## config.mk

```make
export PLATFORM = sky130hd
export DESIGN_NAME = vec_irq_ctrl
export DESIGN_NICKNAME = d
export VERILOG_FILES = /design/src/rtl/irqc_pkg.sv /design/src/rtl/irqc_ffs.sv /design/src/rtl/irqc_pick.sv /design/src/rtl/irqc_lvl_stack.sv /design/src/rtl/vec_irq_ctrl.sv
export SDC_FILE = /design/constraint.sdc
export NUM_CORES = 1
export LEC_CHECK = 0
export BUFFER_PORTS_ARGS = -buffer_cell sky130_fd_sc_hd__buf_2
export CORE_MARGIN = 2
export CORE_UTILIZATION = 38
export DETAILED_ROUTE_END_ITERATION = 7
export GPL_ROUTABILITY_DRIVEN = 0
export PLACE_DENSITY_LB_ADDON = 0.05
export SYNTH_ARGS = -nofsm -noshare
export SYNTH_HDL_FRONTEND = slang
export SYNTH_HIERARCHICAL = 1
export SYNTH_SLANG_ARGS = --single-unit
```

## constraint.sdc

```tcl
create_clock -name clk -period 2 [get_ports clk]
set_clock_uncertainty 0.05 [all_clocks]
set_input_delay 0.2 -clock clk [delete_from_list [all_inputs] [get_ports clk]]
set_output_delay 0.2 -clock clk [all_outputs]
set_load 0.005 [all_outputs]
```

## src/rtl/irqc_pkg.sv

```systemverilog
package irqc_pkg;

   // widest source index the arbiter encodes
   localparam int IDX_W = 3;

   // result of one arbitration
   typedef struct packed {
      logic             valid;
      logic             hi;
      logic [IDX_W-1:0] idx;
   } irq_pick_t;

endpackage

```

## src/rtl/irqc_ffs.sv

```systemverilog
// Lowest-index-first selector: one-hot of the first set bit plus its index.
module irqc_ffs
   import irqc_pkg::*;
#(
   parameter int WIDTH = 5
) (
   input  logic [WIDTH-1:0] vec,
   output logic [WIDTH-1:0] hit,
   output logic [IDX_W-1:0] idx,
   output logic             any
);

   logic [WIDTH:0] seen;

   assign seen[0] = 1'b0;

   for (genvar g = 0; g < WIDTH; g++) begin : g_bit
      assign hit[g]      = vec[g] & ~seen[g];
      assign seen[g + 1] = seen[g] | vec[g];
   end

   assign any = seen[WIDTH];

   always_comb begin
      idx = '0;
      for (int i = 0; i < WIDTH; i++) begin
         if (hit[i]) idx = idx | IDX_W'(i);
      end
   end

endmodule

```

## src/rtl/irqc_pick.sv

```systemverilog
// Pending qualification and two-level arbitration against the in-service levels.
module irqc_pick
   import irqc_pkg::*;
#(
   parameter int NUM_SRC = 5
) (
   input  logic               glob_en,
   input  logic [NUM_SRC-1:0] src_en,
   input  logic [NUM_SRC-1:0] prio_hi,
   input  logic [NUM_SRC-1:0] req_flag,
   input  logic [1:0]         in_service,
   output irq_pick_t          pick,
   output logic [NUM_SRC-1:0] win_oh
);

   logic [NUM_SRC-1:0] pend;
   logic [NUM_SRC-1:0] pend_hi;
   logic [NUM_SRC-1:0] pend_lo;
   logic [NUM_SRC-1:0] oh_hi;
   logic [NUM_SRC-1:0] oh_lo;
   logic [IDX_W-1:0]   idx_hi;
   logic [IDX_W-1:0]   idx_lo;
   logic               any_hi;
   logic               any_lo;
   logic               grant_hi;
   logic               grant_lo;

   for (genvar g = 0; g < NUM_SRC; g++) begin : g_src
      assign pend[g]    = glob_en & src_en[g] & req_flag[g];
      assign pend_hi[g] = pend[g] & prio_hi[g];
      assign pend_lo[g] = pend[g] & ~prio_hi[g];
   end

   irqc_ffs #(.WIDTH(NUM_SRC)) u_ffs_hi (
      .vec (pend_hi),
      .hit (oh_hi),
      .idx (idx_hi),
      .any (any_hi)
   );

   irqc_ffs #(.WIDTH(NUM_SRC)) u_ffs_lo (
      .vec (pend_lo),
      .hit (oh_lo),
      .idx (idx_lo),
      .any (any_lo)
   );

   always_comb begin
      grant_hi   = any_hi & ~in_service[1];
      grant_lo   = any_lo & ~any_hi & (in_service == 2'b00);
      pick.valid = grant_hi | grant_lo;
      pick.hi    = grant_hi;
      pick.idx   = grant_hi ? idx_hi : idx_lo;
      if (grant_hi)      win_oh = oh_hi;
      else if (grant_lo) win_oh = oh_lo;
      else               win_oh = '0;
   end

endmodule

```

## src/rtl/irqc_lvl_stack.sv

```systemverilog
// Two-level in-service record: pushes from acceptances, pops from returns.
module irqc_lvl_stack (
   input  logic       clk,
   input  logic       rst_n,
   input  logic       push_hi,
   input  logic       push_lo,
   input  logic       pop,
   output logic [1:0] act
);

   always_ff @(posedge clk or negedge rst_n) begin
      if (!rst_n) begin
         act <= 2'b00;
      end else if (pop) begin
         if (act[1]) act[1] <= 1'b0;
         else        act[0] <= 1'b0;
      end else begin
         if (push_hi) act[1] <= 1'b1;
         if (push_lo) act[0] <= 1'b1;
      end
   end


   lo_push_idle_chk: assert property (@(posedge clk) disable iff (!rst_n)
      push_lo |-> act == 2'b00);


   hi_push_free_chk: assert property (@(posedge clk) disable iff (!rst_n)
      push_hi |-> !act[1]);


   pop_hi_first_chk: assert property (@(posedge clk) disable iff (!rst_n)
      (pop && act[1]) |=> (!act[1] && act[0] == $past(act[0])));


   pop_lo_next_chk: assert property (@(posedge clk) disable iff (!rst_n)
      (pop && !act[1]) |=> act == 2'b00);


   pop_no_push_chk: assert property (@(posedge clk) disable iff (!rst_n)
      pop |-> !(push_hi || push_lo));

endmodule

```

## src/rtl/vec_irq_ctrl.sv

```systemverilog
// Prioritised vectored interrupt controller, top level.
module vec_irq_ctrl
   import irqc_pkg::*;
#(
   parameter int         NUM_SRC     = 5,
   parameter int         ADDR_W      = 16,
   parameter int         VEC_BASE    = 3,
   parameter int         VEC_STRIDE  = 8,
   parameter logic [7:0] HW_CLR_MASK = 8'h0F
) (
   input  logic               clk,
   input  logic               rst_n,
   input  logic               insn_done,
   input  logic               ret_done,
   input  logic               glob_en,
   input  logic [NUM_SRC-1:0] src_en,
   input  logic [NUM_SRC-1:0] prio_hi,
   input  logic [NUM_SRC-1:0] req_flag,
   output logic               take_irq,
   output logic [ADDR_W-1:0]  vec_addr,
   output logic [NUM_SRC-1:0] flag_clr,
   output logic               idle_clr,
   output logic [1:0]         act_lvl
);

   localparam int VEC_LAST  = VEC_BASE + VEC_STRIDE * (NUM_SRC - 1);
   localparam int STRIDE_SH = (VEC_STRIDE > 1) ? $clog2(VEC_STRIDE) : 0;

   // elaboration-time parameter checks
   if (NUM_SRC < 1 || NUM_SRC > (1 << IDX_W)) begin : g_bad_num_src
      $error("vec_irq_ctrl: NUM_SRC must lie in 1..8");
   end
   if (VEC_STRIDE < 1) begin : g_bad_stride
      $error("vec_irq_ctrl: VEC_STRIDE must be positive");
   end
   if (ADDR_W < 2 || ADDR_W > 30 || VEC_LAST >= (1 << ADDR_W)) begin : g_bad_addr
      $error("vec_irq_ctrl: vector table does not fit ADDR_W");
   end

   irq_pick_t          pick;
   logic [NUM_SRC-1:0] win_oh;
   logic [NUM_SRC-1:0] hw_mask;
   logic [ADDR_W-1:0]  vec_next;
   logic               accept;
   logic               ret_pop;
   logic               take_q;
   logic [ADDR_W-1:0]  vec_q;
   logic [NUM_SRC-1:0] clr_q;

   irqc_pick #(.NUM_SRC(NUM_SRC)) u_pick (
      .glob_en    (glob_en),
      .src_en     (src_en),
      .prio_hi    (prio_hi),
      .req_flag   (req_flag),
      .in_service (act_lvl),
      .pick       (pick),
      .win_oh     (win_oh)
   );

   // a return boundary pops a level and withholds acceptance for that boundary
   assign ret_pop = insn_done & ret_done;
   assign accept  = insn_done & ~ret_done & pick.valid;

   irqc_lvl_stack u_lvl (
      .clk     (clk),
      .rst_n   (rst_n),
      .push_hi (accept & pick.hi),
      .push_lo (accept & ~pick.hi),
      .pop     (ret_pop),
      .act     (act_lvl)
   );

   // sources whose request flag hardware clears on acceptance
   for (genvar g = 0; g < NUM_SRC; g++) begin : g_clr
      assign hw_mask[g] = HW_CLR_MASK[g];
   end

   // vector arithmetic: shift for a power-of-two stride, multiply otherwise
   if ((VEC_STRIDE & (VEC_STRIDE - 1)) == 0) begin : g_vec_shift
      assign vec_next = ADDR_W'(VEC_BASE) + (ADDR_W'(pick.idx) << STRIDE_SH);
   end else begin : g_vec_mul
      assign vec_next = ADDR_W'(VEC_BASE) + ADDR_W'(pick.idx) * ADDR_W'(VEC_STRIDE);
   end

   always_ff @(posedge clk or negedge rst_n) begin
      if (!rst_n) begin
         take_q <= 1'b0;
         vec_q  <= '0;
         clr_q  <= '0;
      end else begin
         take_q <= accept;
         clr_q  <= accept ? (win_oh & hw_mask) : '0;
         if (accept) vec_q <= vec_next;
      end
   end

   assign take_irq = take_q;
   assign vec_addr = vec_q;
   assign flag_clr = clr_q;
   assign idle_clr = take_q;


   no_strobe_no_take_chk: assert property (@(posedge clk) disable iff (!rst_n)
      !insn_done |=> !take_irq);


   glob_off_chk: assert property (@(posedge clk) disable iff (!rst_n)
      !glob_en |=> !take_irq);


   ret_hold_chk: assert property (@(posedge clk) disable iff (!rst_n)
      ret_done |=> !take_irq);


   clr_quiet_chk: assert property (@(posedge clk) disable iff (!rst_n)
      !take_irq |-> flag_clr == '0);


   clr_single_chk: assert property (@(posedge clk) disable iff (!rst_n)
      take_irq |-> $onehot0(flag_clr));


   vec_range_chk: assert property (@(posedge clk) disable iff (!rst_n)
      take_irq |-> (vec_addr >= ADDR_W'(VEC_BASE) && vec_addr <= ADDR_W'(VEC_LAST)));


   take_sets_lvl_chk: assert property (@(posedge clk) disable iff (!rst_n)
      take_irq |-> act_lvl != 2'b00);

endmodule

```

# == Yosys cells after proc, flatten, opt, wreduce, memory -nomap -nowiden ==
# Index checks and enable logic that the tools add are counted.
# totals
output_inout_bits,25
register_bits,24
wordCells,89
in_bits,20
# classes
n_mux,16
n_eq_ne,1
n_reduce_logical,4
n_addsub,1
bitwise,62
# op_table
cell,n
bitwise AND 1 bit,36
NOT 1 bit,17
two-way mux 4 bit,3
two-way mux 2 bit,5
two-way mux 3 bit,3
bitwise OR 1 bit,9
adder 2 x 6 -> 7 bit (first input constant),1
two-way mux 1 bit,5
nonzero test 2 bit,2
logical NOT 2 bit,1
!= test 2 bit (second input constant),1
AND reduction 2 bit,1

# == Logic depth before layout (Yosys ltp) ==
# Gate-level depths: netlist of the first run.
# depth
word_depth,15
ltp_mapped,12

# == Modules after synthesis ==
# The synthesis of the first run kept the hierarchy.
# modules_own_cells
mod,area_each_um2,seq_area_each_um2,n_inst,cells_each
vec_irq_ctrl,454.2,225.2,1,37
irqc_pick,267.8,0.0,1,44
irqc_ffs,83.8,0.0,2,13
irqc_lvl_stack,70.1,50.0,1,7

# == Least setup slack after synthesis of the first run ==
# Ideal clock, no wire load.
# synth_path
kind,in2reg
start,input req_flag[0]
end,"register vec_q[3], in the netlist vec_addr[3]"
arrival_time_ps,1631
setup_time_ps,125
path_buffers,1
stages,10
slack_ps,194
required_ps,1825
cell_sequence,nand3_1 nor2_1 nor2_2 nand3b_1 buf_2 inv_1 a21oi_1 nand3b_4 inv_4 mux2_4
# synth_lines
item,line,source
start: declaration,vec_irq_ctrl.sv:18,"input logic [NUM_SRC-1:0] req_flag,"
end signal: assignment,vec_irq_ctrl.sv:93,if (accept) vec_q <= vec_next;
end: declaration,vec_irq_ctrl.sv:47,logic [ADDR_W-1:0] vec_q;

==> impl_metrics.toml, run 1 <==
[min_path]
min_path_type = "input pin to flop"

[global_route]
grt_max_degree = 12
antenna_found_initial = 0
first_global_vias = 723
grt_overflow = 0
grtUsageTotal = 0.1428
grt_first_pass_wirelength_mm = 2.980

[synth]
yosysWarnings = 6
syn-mean-instance-area_um2 = 8.465
synthesis.area_um2 = 939.7
syn_inst = 111

[die]
num_rows = 18
die_x_um = 53.73
fp.dieH_um = 53.73
die_area_mm2 = 0.002886
initial_core_util = 0.3899
core-area_mm2 = 0.002410
io_pins = 45

[clock_network]
cts.sinks = 11
cts_setup_buffers = 0
numCtsBuffers = 3
htreeDepth = 1
clk_path_buf_depth = 2
cts-root-buf = "clkbuf_4"
cts_tree = "built"
clkLatencyLatePin_ns = 0.26
clk_pin_slew_ns = 0.06

[route]
dr.pass1.iters = 4
wl_mm = 1.777
drt_first_iter_violations = 1
drc = 0
ant_nets = 0
routed_via_density = 4.268
wl_per_cell_um = 9.927
via_count = 764

[setup_path]
crit_fanout = 6
r2r_cells = 5
start_kind = "input pin"
cp_data_arrival_time_ns = 1.67
criticalPathCategory = "input pin to flop"
endpoint_kind = "flop"
cp-endpoint = "vec_addr[4]"
required_ns = 2.10
r2r_slack_ns = 0.48
r2r_end = "vec_addr[4]"
r2r_start = "u_lvl/act[0]"
cp-startpoint = "glob_en"

[placement]
hpwl_mm = 1.600
dpl_cell_area_mm2 = 0.001106
dpl.cell_count = 174
portBuffers = 32

[pwr]
comb_power_share = 0.298
p_switching_mw = 0.1610
p_sw_frac = 0.2802
leakagePower_nw = 0.6320
power_frac_clock = 0.250
power_density_mw_per_mm2 = 502.9
max-vdd-ir-drop_mv = 0.3374
p_int_mw = 0.4135
pwr-share-seq = 0.451

[timing]
hold_viol = 0
fin_crit_sh = 0.7862
setup_viol = 0
fin_crit_ns = 1.572
slew_violations = 0
tns_ns = 0
fmax_mhz = 635.9
rsz0062_at_grt = "false"

[final_layout]
fillers = 256
post-route-util = 0.4740
area_delta_synth_final_pct = 21.57
antenna_cells = 0
layout-drive-gt1-share = 0.4027
fin_area_mm2 = 0.001142
instances_no_fill = 179
layout.nets = 170

[job]
maxCapViolations = 0

[run_status]
status = "finished, final reports clean"
[layer usage]
metal  vias up  part of all wire  global-route usage
met5         -                 0                   0
met4         0             0.010             0.07692
met3         2             0.053            0.008333
met2        26              0.54              0.2805
met1       331              0.40              0.1477
li1        405                 -                   -
[stage by stage]
| stage | worst slack [ns] | hold WS, ns | power, mW |
|---|---|---|---|
| 2_1_floorplan | 0.2223 | -0.1456 | 0.3851 |
| 3_3_place_gp | 0.1666 | 0.02184 | 0.4354 |
| 3_5_place_dp | 0.1377 | 0.02442 | 0.4374 |
| 4_1_cts | 0.4215 | 0.1894 | 0.5860 |
| 5_1_grt | 0.2763 | 0.2042 | 0.6117 |
| 6_report | 0.4275 | 0.1931 | 0.5745 |
[cells in the final DEF, fill, tap and decap left out, types with 2 or more instances in the layout]
cell,instances
buf_4,10
nor2_1,16
dfrtp_1,11
nand2_1,5
a21oi_1,7
nand3_1,5
mux2_4,6
nand4bb_1,4
clkbuf_4,3
inv_1,8
nand3b_1,2
and3_1,2
nor3_1,4
nor2_2,4
and2_1,8
conb_1,12
nand2b_4,2
buf_2,32
[worst max-delay path, cell delays in order]
cell and delay, ns:
buf_2 0.12, nand3_1 0.09, nor2_1 0.23, nor2_2 0.09
nand3b_1 0.12, nand2b_1 0.08, a21oi_1 0.24, nand3b_4 0.11
inv_4 0.10, mux2_4 0.29
[registers in the layout (all words and copies together), names as in the netlist]
| register | count |
|---|---|
| flag_clr | 4 |
| idle_clr | 1 |
| vec_addr | 4 |
| u_lvl/act | 2 |
[power groups by stage]
stage,clock network (mW),registers (mW),logic (mW)
floorplan,0,0.263,0.122
global placement,0,0.264,0.171
detailed placement,0,0.265,0.173
CTS,0.151,0.261,0.174
global route,0.156,0.264,0.192
finish,0.144,0.259,0.171
[timing repair]
action | 4_1_cts | 5_1_grt
gates resized for setup | 0 | 0
hold buffers | 1 | 0
endpoints found under the setup margin | 0 | 0
endpoints found under the hold margin | 11 | 0
[worst min path at each step]
stage / from / endpoint / slack, ns / depth (start not counted)
2_1_floorplan: rst_n / flag_clr[0] / -0.15 / 0
3_3_place_gp: rst_n / vec_addr[4] / 0.02 / 1
3_5_place_dp: rst_n / vec_addr[5] / 0.02 / 1
4_1_cts: ret_done / u_lvl/act[1] / 0.19 / 3
5_1_grt: ret_done / u_lvl/act[1] / 0.20 / 3
6_report: ret_done / u_lvl/act[1] / 0.19 / 3
[cell type report]
cell class,instances,area (µm²),area share
multi-input cells,82,521.8,0.4567
flip-flops and latches,11,275.3,0.2410
repair buffers,43,245.2,0.2147
well taps,30,37.54,0.03286
inverters,9,36.28,0.03176
clock buffers,4,26.28,0.02300
(Power assumes the default switching activity.)
==> run 2, diff against run 1 <==
ABC_AREA = 1   (was default)
clock period = 1.58 ns   (was 2 ns; I/O delays follow)
==> impl_metrics.toml, run 2 <==
[setup_path]
endpoint_kind = "flop"
cp_data_arrival_time_ns = 1.58
required_ns = 1.73
criticalPathCategory = "input pin to flop"
crit_fanout = 9
start_kind = "input pin"

[timing]
fmax_mhz = 698.0
setup_viol = 0
hold_viol = 0
fin_ws_ns = 0.1472
tns_ns = 0
fin_crit_ns = 1.433
fin_crit_sh = 0.9068
slew_violations = 0

[pwr]
max-vdd-ir-drop_mv = 0.3256
leakagePower_nw = 0.8221
power_density_mw_per_mm2 = 567.8

[final_layout]
fillers = 250
final_common_cell = "buf_2"
multi_input_area_um2 = 494.2
antenna_cells = 0
final-seq-area_um2 = 275.3
layout.nets = 221
final_cell_mix = "32 x buf_2, 31 x inv_1, 31 x nand2_1"
layout-drive-gt1-share = 0.4250
area_delta_synth_final_pct = 34.31
instances_no_fill = 230

[route]
via_count = 964
wl_mm = 2.069
wl_per_cell_um = 8.996
drc = 0
ant_nets = 0
dr.pass1.iters = 4
drt_first_iter_violations = 9
routed_via_density = 4.191

[clock_network]
clk_path_buf_depth = 2
htreeDepth = 1
clk_pin_slew_ns = 0.07
clkLatencyLatePin_ns = 0.27
cts-root-buf = "clkbuf_4"
cts_tree = "built"
numCtsBuffers = 3
cts.sinks = 11

[global_route]
grt_max_degree = 12
use_met3 = 0.04098
grt_overflow = 0
first_global_vias = 833
busiest_layer = "met2"
antenna_found_initial = 0
use_met2 = 0.2679
grt_use_met1 = 0.1826
grtUsageTotal = 0.1529
grt_first_pass_wirelength_mm = 3.318

[die]
die_x_um = 54.81
num_rows = 18
die_area_mm2 = 0.003004
fp.dieH_um = 54.81
io_pins = 45
core-area_mm2 = 0.002455
initial_core_util = 0.3996

[synth]
synthesis.area_um2 = 980.9
syn_inst = 147
yosysWarnings = 6
syn-mean-instance-area_um2 = 6.673

[placement]
dpl.cell_count = 223
portBuffers = 32
place_ws_ns = -0.2143
hpwl_mm = 1.764

[job]
maxCapViolations = 0

[min_path]
min_path_type = "input pin to flop"

[run_status]
status = "finished, final reports clean"
-- run 2: worst paths after layout --
kind,startpoint,end,slack (ns),cells after the start
setup / recovery,glob_en,u_lvl/act[1],0.15,14
hold / removal,insn_done,vec_addr[4],0.15,3
setup reg to reg,u_lvl/act[1],u_lvl/act[0],0.23,7
hold reg to reg,vec_addr[3],vec_addr[3],0.42,2
max in group asynchronous,rst_n,u_lvl/act[1],1.06,2
min in group asynchronous,rst_n,idle_clr,0.22,2
-- run 2: critical path, stage by stage --
cell and delay (ns):
buf_2 0.14, buf_4 0.12, nand3_2 0.09, nor2_2 0.10
inv_1 0.06, nand4_1 0.17, buf_4 0.15, nand2_2 0.05
buf_4 0.15, inv_4 0.09, inv_1 0.05, nor2_1 0.09
nor2_1 0.05, nor2_1 0.10
-- run 2: timing repair --
item	in CTS	in global routing
gates resized for setup	0	8
buffers inserted	0	2
hold buffers	1	0
hold endpoints to repair	11	0
endpoints found under the setup margin	0	8
-- run 2: final cells by class --
type / instances / area share
clock buffers: 4 / 0.01994
repair buffers: 58 / 0.2716
well taps: 30 / 0.02849
multi-input cells: 94 / 0.3751
inverters: 33 / 0.09592
flip-flops and latches: 11 / 0.2089
-- run 2: power breakdown --
group | switching [mW] | internal (mW) | total (mW)
clock network | 0.0937 | 0.0978 | 0.192
logic | 0.133 | 0.111 | 0.244
registers | 0.0126 | 0.300 | 0.312
total | 0.240 | 0.508 | 0.748
-- run 2: per-stage QoR --
step / util / hold WS [ns] / power (mW) / instance area, µm²
floorplan: - / -0.1876 / 0.4596 / 1022
global placement: 0.5046 / -0.01790 / 0.5385 / 1239
detailed placement: 0.5046 / -0.01243 / 0.5416 / 1239
CTS: 0.5194 / 0.1358 / 0.7334 / 1275
global route: 0.5367 / 0.1821 / 0.8013 / 1318
finish: 0.5367 / 0.1524 / 0.7480 / 1318
-- run 2: per-layer routing --
| layer | vias up | share of wire |
|---|---|---|
| met2 | 31 | 0.49 |
| met3 | 4 | 0.058 |
| met4 | 0 | 0.012 |
| met5 | - | 0 |
| met1 | 416 | 0.44 |
| li1 | 513 | - |
